## config.mk

```make
export PLATFORM = sky130hd
export DESIGN_NAME = vsig_top
export DESIGN_NICKNAME = d
export VERILOG_FILES = /design/src/rtl/vsig_pkg.sv /design/src/rtl/vsig_ctl.sv /design/src/rtl/vsig_seq.sv /design/src/rtl/vsig_misr.sv /design/src/rtl/vsig_top.sv
export SDC_FILE = /design/constraint.sdc
export NUM_CORES = 1
export LEC_CHECK = 0
export ABC_AREA = 1
export CAP_MARGIN = 40
export CORE_ASPECT_RATIO = 1.1
export CORE_MARGIN = 5
export CORE_UTILIZATION = 45
export CTS_CLUSTER_SIZE = 8
export DETAILED_ROUTE_END_ITERATION = 10
export DONT_BUFFER_PORTS = 1
export PLACE_DENSITY_LB_ADDON = 0.3
export SLEW_MARGIN = 10
export SYNTH_ARGS = -nofsm -noshare
export SYNTH_HDL_FRONTEND = slang
export SYNTH_SLANG_ARGS = --single-unit
```

## constraint.sdc

```tcl
create_clock -name clk -period 1.25 [get_ports clk]
set_input_delay 0.25 -clock clk [delete_from_list [all_inputs] [get_ports clk]]
set_output_delay 0.25 -clock clk [all_outputs]
set_load 0.01 [all_outputs]
```

## src/rtl/vsig_pkg.sv

```systemverilog
package vsig_pkg;

    localparam int CTL_W = 4;

    // control word, bit 0 = start ... bit 3 = access
    typedef struct packed {
        logic access;
        logic zero;
        logic run;
        logic start;
    } ctl_t;

    typedef enum logic [1:0] {
        ST_IDLE  = 2'd0,
        ST_ARMED = 2'd1,
        ST_CAPT  = 2'd2,
        ST_DONE  = 2'd3
    } st_e;

endpackage

```

## src/rtl/vsig_ctl.sv

```systemverilog
module vsig_ctl
    import vsig_pkg::*;
(
    input  logic             clk,
    input  logic             rst,
    input  logic             wr,
    input  logic [CTL_W-1:0] wdata,
    output ctl_t             ctl_q,
    output logic             arm
);

    logic start_d;

    always_ff @(posedge clk) begin
        if (rst) begin
            ctl_q   <= '0;
            start_d <= 1'b0;
        end else begin
            if (wr)
                ctl_q <= ctl_t'(wdata);
            start_d <= ctl_q.start;
        end
    end

    // edge of start counts only while the register is released
    assign arm = ctl_q.start & ~start_d & ctl_q.run;

endmodule

```

## src/rtl/vsig_seq.sv

```systemverilog
module vsig_seq
    import vsig_pkg::*;
(
    input  logic clk,
    input  logic rst,
    input  logic run,
    input  logic start,
    input  logic arm,
    input  logic strobe,
    input  logic pix_act,
    output st_e  st,
    output logic fold,
    output logic done
);

    st_e st_nx;

    always_comb begin
        st_nx = st;
        if (!run) begin
            st_nx = ST_IDLE;
        end else begin
            unique case (st)
                ST_IDLE:  if (arm) st_nx = ST_ARMED;
                ST_ARMED: if (!start) st_nx = ST_IDLE;
                          else if (strobe) st_nx = ST_CAPT;
                ST_CAPT:  if (!start) st_nx = ST_IDLE;
                          else if (strobe) st_nx = ST_DONE;
                ST_DONE:  if (arm) st_nx = ST_ARMED;
                default:  st_nx = ST_IDLE;
            endcase
        end
    end

    always_ff @(posedge clk) begin
        if (rst) st <= ST_IDLE;
        else     st <= st_nx;
    end

    assign fold = (st == ST_CAPT) && start && run && pix_act && !strobe;
    assign done = (st == ST_DONE);

endmodule

```

## src/rtl/vsig_misr.sv

```systemverilog
module vsig_misr #(
    parameter int               SIG_W = 16,
    parameter int               PIX_W = 8,
    parameter logic [SIG_W-1:0] POLY  = 16'h1021,
    parameter logic [SIG_W-1:0] SEED  = 16'h0001
) (
    input  logic             clk,
    input  logic             rst,
    input  logic             hold_seed,
    input  logic             ld,
    input  logic [SIG_W-1:0] ld_val,
    input  logic             fold,
    input  logic             zero,
    input  logic [PIX_W-1:0] pix,
    output logic [SIG_W-1:0] sig
);

    localparam int PAD_W = SIG_W - PIX_W;

    logic [PIX_W-1:0] din;
    logic [SIG_W-1:0] shifted;
    logic [SIG_W-1:0] stepped;

    assign din     = zero ? '0 : pix;
    assign shifted = {sig[SIG_W-2:0], 1'b0} ^ (sig[SIG_W-1] ? POLY : '0);

    generate
        if (PAD_W > 0) begin : g_pad
            assign stepped = shifted ^ {{PAD_W{1'b0}}, din};
        end else begin : g_full
            assign stepped = shifted ^ din[SIG_W-1:0];
        end
    endgenerate

    always_ff @(posedge clk) begin
        if (rst || hold_seed) sig <= SEED;
        else if (ld)          sig <= ld_val;
        else if (fold)        sig <= stepped;
    end

endmodule

```

## src/rtl/vsig_top.sv

```systemverilog
module vsig_top
    import vsig_pkg::*;
#(
    parameter int               SIG_W = 16,
    parameter int               PIX_W = 8,
    parameter logic [SIG_W-1:0] POLY  = 16'h1021,
    parameter logic [SIG_W-1:0] SEED  = 16'h0001
) (
    input  logic             clk,
    input  logic             rst,
    input  logic             ctl_wr,
    input  logic [3:0]       ctl_wdata,
    input  logic             data_wr,
    input  logic [SIG_W-1:0] data_wdata,
    output logic [SIG_W-1:0] data_rdata,
    input  logic [PIX_W-1:0] pix,
    input  logic             pix_act,
    input  logic             frm_strobe,
    output logic             done
);

    ctl_t             ctl_q;
    logic             arm;
    st_e              st;
    logic             fold;
    logic [SIG_W-1:0] sig;

    vsig_ctl u_ctl (
        .clk   (clk),
        .rst   (rst),
        .wr    (ctl_wr),
        .wdata (ctl_wdata),
        .ctl_q (ctl_q),
        .arm   (arm)
    );

    vsig_seq u_seq (
        .clk     (clk),
        .rst     (rst),
        .run     (ctl_q.run),
        .start   (ctl_q.start),
        .arm     (arm),
        .strobe  (frm_strobe),
        .pix_act (pix_act),
        .st      (st),
        .fold    (fold),
        .done    (done)
    );

    vsig_misr #(
        .SIG_W (SIG_W),
        .PIX_W (PIX_W),
        .POLY  (POLY),
        .SEED  (SEED)
    ) u_misr (
        .clk       (clk),
        .rst       (rst),
        .hold_seed (~ctl_q.run),
        .ld        (data_wr & ctl_q.access),
        .ld_val    (data_wdata),
        .fold      (fold),
        .zero      (ctl_q.zero),
        .pix       (pix),
        .sig       (sig)
    );

    assign data_rdata = ctl_q.access ? sig : '0;

endmodule

```

==> results.md, run 1 <==
* Maximum VDD drop at 0.8830 mV
* FF+latch count, synth at 23
* Initial Util at 47.09%
* Post-synthesis sequential area ratio at between 30% and 40%
* Worst hold path type: primary input to flip-flop
* Hpwl dp at roughly 2500 um
* Final Hold Fails at 0
* Total wire length at approximately 3600 um
* Post-Synthesis Net Count at 256
* Worst EP required at 1.00 ns
* CP Class: flip-flop to output pin
* Nets at approximately 270
* Endpoints failing setup at 1
* Async SR Flop Fraction at 0%
* H-tree depth at 1
* Post-DP Area at between 0.0015 and 0.002 mm^2
* CP arrival at 1.01 ns
* Wire length per cell at 13.34 um
* Max-cap violations at 0
* DIE AREA at 0.004420 mm^2
* TritonCTS Buffers at 3
* TritonCTS clock tree: built
* Yosys cell types at 27
* ANT nets after route at 0
* Placer Congestion at 0.8043
* DR vias at 1360
* GRT Util Overall at between 10% and 20%
* I/O Buffers at 0
* Commonest non-fill, non-tap cells in the layout: nand2_1 (43), nor2_1 (31), dfxtp_1 (20)
* Clock sink total at 23
* Chip Height at 69.23 um
* Clk_skew at roughly 0.018 ns
* Drt via density at around 5
* Commonest non-fill, non-tap cell in the layout: nand2_1
* Vias in the first global route at between 1k and 1.5k
* Outcome: complete, but fails checks
* Failing checks: setup timing
* Slew @ Worst Pin at 0.3642 ns
* Core area at 0.003048 mm^2
* Post-Place Worst Slack at -0.02936 ns
* Residual DRC at 0
* DIE WIDTH at 63.85 um
* Rel. slew slack at between 70% and 80%
* Final period utilization at 100.8%
* Final Critical Period at 1.260 ns
* PD cells at about 760 mW/mm^2
* Worst Slack Setup Final at -0.01001 ns
* Congestion Overflow GR at 0
* Share of cells above drive strength 1 at approximately 33%
* Mapped Cells at 218
* Area leader, netlist: dfxtp_1
* Largest cells by area after synthesis: dfxtp_1 (32%), nand2_1 (14%), inv_1 (8.6%), nor2_1 (8.6%), a21oi_1 (4.9%)
* Layout Area Growth over Synthesis at 19.88%
* CTS Root Cell: clkbuf_4
* Max Clock Freq at 793.6 MHz
* Insertion delay to the later sink of the worst-skew pair at 0.32 ns
* RSZ-0062 raised after global routing: true
* Pre-antenna DRT Iters at 4
* Largest net degree at the start of global routing at 18
* Power, Total at 0.001303 W
* Bufs on Longest Clock Path at 2
* First-iteration detailed-routing DRC count at between 70 and 80
* Clock-pin slew of the registers on the worst-case setup and hold paths at 0.14 ns
* Yosys Warn Count at 0
* Avg Cell Area, Syn at 6.583 um^2
* Post-route cell area at 0.001720 mm^2
* Min Hold Slack at 0.05019 ns
* Antenna violations before repair at 0
* Number of core rows at 21
* Post-synth top area share at 32.08%
* Reg2reg setup slack at about 0.030 ns
* CP Capture Type: output pin
* Pleak at 0.7786 nW
* Post-synth EDFFs at 0
* Crit start category: flip-flop
* Post-Syn Area at ~0.0014 mm^2
* CP Max Fanout at 8
* First-pass GRT wire length at 5561 um
* Final Slew Violations at 0
* Main flop type after synthesis: dfxtp_1
* ANT cells at 0
* Ports at between 50 and 60
[report_power, final]
group          leakage (nW)  switching, W  internal [W]
logic                 0.573      0.000110     0.0000801
clock network        0.0177      0.000233      0.000120
registers             0.188     0.0000131      0.000747
total                 0.779      0.000356      0.000946
[Yosys cell counts, types with 2 or more instances]
cell type and n:
buf_6 4, nand2_1 54, nand2_4 2, xor2_1 2
o21ai_1 4, nor2_4 2, ha_1 4, nor2_1 33
o21ai_0 13, o21ai_2 2, a21oi_2 2, a22oi_1 2
dfxtp_1 23, a31oi_1 2, inv_4 2, a211oi_1 3
a21oi_1 14, nand3_1 9, inv_1 33
[critical path: stages (launching register included)]
cell and delay (ns):
dfxtp_4 0.40, clkbuf_16 0.16, nand2_1 0.06, inv_2 0.07
[routing by layer]
metal	wire length [um]	global-route usage [%]	part of all wire, %	vias to the layer above
li1	-	-	-	712
met4	24	3.464	0.67	0
met1	1566	19.20	44	609
met3	250	4.376	7.0	2
met5	0	0	0	-
met2	1722	25.36	48	37
[cell families (layout without fill, tap and decap cells)]
kind of cell / after synthesis / in the layout / share of synthesized area (%)
adder cells (fa/ha/maj): 4 / 4 / 3.487
AND/OR/NAND/NOR: 103 / 103 / 31.30
AO/OA/AOI/OAI: 42 / 42 / 16.74
XOR/XNOR: 3 / 3 / 1.831
buffers and inverters: 43 / 58 / 14.56
flip-flops: 23 / 23 / 32.08
[state kept, by name, summed over array words and instances (netlist names)]
| signal | count |
|---|---|
| u_misr.sig | 16 |
| u_ctl.start_d | 1 |
| u_ctl.ctl_q | 4 |
| u_seq.st | 2 |
[per-stage QoR]
stage	cells	TNS (ns)	utilization, %
2_1_floorplan	218	0	-
3_3_place_gp	257	0	49.71
3_5_place_dp	257	-0.1033	49.71
4_1_cts	265	-0.04436	53.12
5_1_grt	267	-0.8356	56.45
6_report	267	-0.01001	56.45
[path summary, 6_finish.rpt]
kind	start	endpoint	depth (start not counted)
hold / removal	data_wdata[0]	u_misr.sig[0]	2
setup / recovery	u_ctl.ctl_q[3]	data_rdata[3]	3
setup reg to reg	u_seq.st[0]	u_misr.sig[3]	9
hold reg to reg	u_ctl.ctl_q[1]	u_ctl.ctl_q[1]	2
[area by class of cell]
cell class	count	area, um^2
fill	301	1328
clock buffer	3	22.52
sequential	23	466.7
inverter	36	145.1
clock inverter	1	5.005
multi-input combinational	152	847.1
timing repair buffer	18	191.4
tap	34	42.54
[repair_timing]
action / 4_1_cts / 5_1_grt
gates resized for setup: 13 / 42
buffers inserted: 3 / 1
pin swaps: 2 / 4
hold endpoints to repair: 5 / 0
setup endpoints to repair: 28 / 34
hold buffers: 1 / 0
gates cloned: 0 / 1
Power figures use the tool's default switching activity.
==> inputs of run 2 (changes only) <==
--- a/config.mk
+++ b/config.mk
@@ -5,14 +5,14 @@
 export SDC_FILE = /design/constraint.sdc
 export NUM_CORES = 1
 export LEC_CHECK = 0
-export ABC_AREA = 1
 export CAP_MARGIN = 40
 export CORE_ASPECT_RATIO = 1.1
-export CORE_MARGIN = 5
+export CORE_MARGIN = 1.5
 export CORE_UTILIZATION = 45
 export CTS_CLUSTER_SIZE = 8
 export DETAILED_ROUTE_END_ITERATION = 10
 export DONT_BUFFER_PORTS = 1
+export GPL_ROUTABILITY_DRIVEN = 0
 export PLACE_DENSITY_LB_ADDON = 0.3
 export SLEW_MARGIN = 10
 export SYNTH_ARGS = -nofsm -noshare
==> run 2 against run 1 <==
Effect of this change:
- the run still ends with setup timing left
- maximum frequency fell by 14%
- clock skew fell by 0.0019 ns
- sequential share of layout area is 0.37 points higher
- via count fell by 18%
- critical path type is now flip-flop to flip-flop
==> results.md, run 2 <==
* Outcome: complete, but fails checks
* Failing checks: setup timing
* Max Clock Freq at 682.6 MHz
* TritonCTS Buffers at 3
* Total wire length at about 3200 um
* Largest Register: u_misr.sig
* GRT Util Overall at around 20%
* I/O Buffers at 0
* Pleak at 0.6597 nW
* Max-cap violations at 0
* Hold-critical path depth at 2
* Largest cells by area after synthesis: dfxtp_1 (36%), and2_1 (7.9%), mux2i_1 (5.5%), xnor2_1 (5.5%), o31ai_1 (5.3%)
* Area leader, netlist: dfxtp_1
* Worst hold path type: primary input to flip-flop
* Leading cell type by number of instances after synthesis: dfxtp_1
* Async SR Flop Fraction at 0%
* Most frequent cells after synthesis: dfxtp_1 (23), and2_1 (16), nand2_1 (12), nor2b_1 (9), o31ai_1 (9)
* Worst r2r path cells at 7
* Clk_skew at 0.01588 ns
* Top delay family on crit path: simple AND/OR/NAND/NOR gates
* Rel. slew slack at roughly four fifths
* R2r endpoint: u_misr.sig[0]
* CP arrival at 1.67 ns
* Post-synthesis sequential area ratio at 36.15%
* Cell breakdown of the critical path: inv_2 -> ha_4 -> nand4_1 -> or2_4 -> buf_12 -> nor3_1 -> nor3_1
* FF+latch count, synth at 23
* Crit start category: flip-flop
* Post-Synthesis Net Count at 184
* Yosys cell types at 28
* Final Slew Violations at 0
* CTS Root Cell: clkbuf_4
* Worst EP required at roughly 1.5 ns
* Avg Cell Area, Syn at 8.724 um^2
* Bufs on Longest Clock Path at 2
* WHS Endpoint: u_misr.sig[7]
* Wire length per cell at 15.93 um
* CP max stage delay at 0.35 ns
* Residual DRC at 0
* Slowest CP cell: dfxtp_2
* CP Capture Type: flip-flop
* Vias in the first global route at between 1k and 1.5k
* Commonest non-fill, non-tap cell in the layout: dfxtp_1
* Clock sink total at 23
* Post-Syn Area at around 0.0013 mm^2
* CP Class: flip-flop to flip-flop
* Nets at 207
* Buf/Inv on CP at 2
* Congestion Overflow GR at 0
* Final Hold Fails at 0
* Multi-input logic area at 917.1 um^2
* DIE WIDTH at 53.73 um
* Fillers at between 200 and 250
* Biggest regs: u_misr.sig: 16 flops, u_ctl.ctl_q: 4 flops, u_seq.st: 2 flops
* First-iteration detailed-routing DRC count at 23
* Reg power frac at between 60% and 70%
* Mapped Cells at 146
* DR vias at 1119
* ANT nets after route at 0
* Crit Reg-Reg Startpoint: u_seq.st[0]
* Endpoints failing setup at 18
* Largest net degree at the start of global routing at 24
* Total net switching power at 0.0003107 W
* Switching share of power at between 20% and 30%
* Pre-antenna DRT Iters at 3
* Logic pwr share at 10.8%
* First-pass GRT wire length at 4754 um
* Clock-pin slew of the registers on the worst-case setup and hold paths at 0.14 ns
* Hold Crit Start: data_wdata[7]
* PD cells at 726.2 mW/mm^2
* Initial Util at 46.70%
* Commonest non-fill, non-tap cells in the layout: dfxtp_1 (18), buf_4 (17), and2_4 (16)
* Clk pwr share at 28.3%
* Final Critical Period at 1.465 ns
* RSZ-0062 raised after global routing: true
* Maximum VDD drop at roughly 0.49 mV
* Insertion delay to the later sink of the worst-skew pair at 0.32 ns
* Power, Total at 0.001246 W
* Drt via density at 5.567
* ANT cells at 0
* DIE AREA at roughly 0.0032 mm^2
* CP Max Fanout at 12
* Hpwl dp at around 2300 um
* Antenna violations before repair at 0
* Ports at 51
* Main flop type after synthesis: dfxtp_1
* Layout Area Growth over Synthesis at 34.68%
* Final period utilization at 117.2%
* H-tree depth at 1
* Most frequent CP cell: nor3_1
* Slew @ Worst Pin at 0.3128 ns
* Int Power at 0.0009350 W
* Reg2reg setup slack at -0.22 ns
* Number of core rows at 20
* TritonCTS clock tree: built
* Register area at 471.7 um^2
* Max reg flops at 16
* Share of cells above drive strength 1 at 41.67%
* Chip Height at 58.80 um
* Yosys Warn Count at 0
* Post-synth top area share at 36.15%
* Worst Slack Setup Final at -0.2151 ns
* Core area at 0.002728 mm^2
* Setup TNS at -2.932 ns
* Post-synth EDFFs at 0
run 2: changes by cell type after synthesis, sizes merged, moves of 6 or more:
cell | before | now
a21oi | 16 | 5
a32oi | 0 | 7
and2 | 0 | 16
inv | 36 | 2
mux2i | 0 | 7
nand2 | 57 | 12
nand3 | 9 | 3
nor2 | 35 | 7
nor2b | 0 | 9
o21ai | 19 | 7
o31ai | 0 | 9
xnor2 | 1 | 8
run 2: timing repair:
action	4_1_cts	5_1_grt
buffers inserted	0	4
endpoints found under the hold margin	5	0
cloned	0	1
resized for setup	24	24
endpoints found under the setup margin	35	35
hold buffers	1	0
pin swaps	1	6
run 2: kinds of logic after synthesis:
logic type	after synthesis	synth area share [%]
simple gates	58	24.17
mux	7	5.501
xor+xnor	10	6.877
fa+ha+maj	4	3.929
compound gates	34	18.47
buf+inv	10	4.912
flops	23	36.15
run 2: power groups by stage:
stage | logic [W] | clock network (W) | registers [W]
floorplan | 0.0000818 | 0 | 0.000770
global placement | 0.000111 | 0 | 0.000775
detailed placement | 0.000115 | 0 | 0.000776
CTS | 0.000128 | 0.000368 | 0.000760
global route | 0.000148 | 0.000397 | 0.000761
finish | 0.000135 | 0.000353 | 0.000758
run 2: per-stage QoR:
step	hold WS (ns)	worst slack (ns)	cell area, um^2	instances	utilization [%]
after floorplan	0.3216	-0.2143	1289	146	-
after CTS	0.03317	-0.2071	1540	196	56.47
after global routing	0.02277	-0.2995	1715	201	62.89
final	0.03269	-0.2151	1715	201	62.89
after detailed placement	0.3247	-0.2217	1438	191	52.71
after global placement	0.3230	-0.1620	1438	191	52.71
run 2: worst max-delay path by stage:
stage / startpoint / endpoint / slack [ns] / depth (start not counted)
3_3_place_gp: u_seq.st[0] / u_misr.sig[0] / -0.16 / 7
2_1_floorplan: u_seq.st[0] / u_misr.sig[2] / -0.21 / 8
4_1_cts: u_seq.st[0] / u_misr.sig[2] / -0.21 / 7
5_1_grt: u_seq.st[0] / u_misr.sig[2] / -0.30 / 7
3_5_place_dp: u_seq.st[0] / u_misr.sig[2] / -0.22 / 7
6_report: u_seq.st[0] / u_misr.sig[0] / -0.22 / 7
run 2: worst register-to-register path: cells and delay by family (launching register included):
family                     cells  cell delay (ns)
adders and majority gates      1             0.13
and+or+nand+nor                4             0.67
buffers and inverters          2             0.22
DFF                            1             0.35
run 2: cell type report:
class | count | area share (%)
clock buffers | 3 | 1.313
multi-input cells | 113 | 53.46
well taps | 33 | 2.407
clock inverters | 1 | 0.2918
flip-flops and latches | 23 | 27.50
inverters | 2 | 0.4376
repair buffers | 26 | 14.59
run 2: layer usage:
metal / vias to the layer above / global-route usage (%) / wire length (um)
li1: 560 / - / -
met1: 517 / 23.14 / 1272
met2: 34 / 35.71 / 1678
met3: 8 / 3.553 / 175
met4: 0 / 9.524 / 75
met5: - / 0 / 0
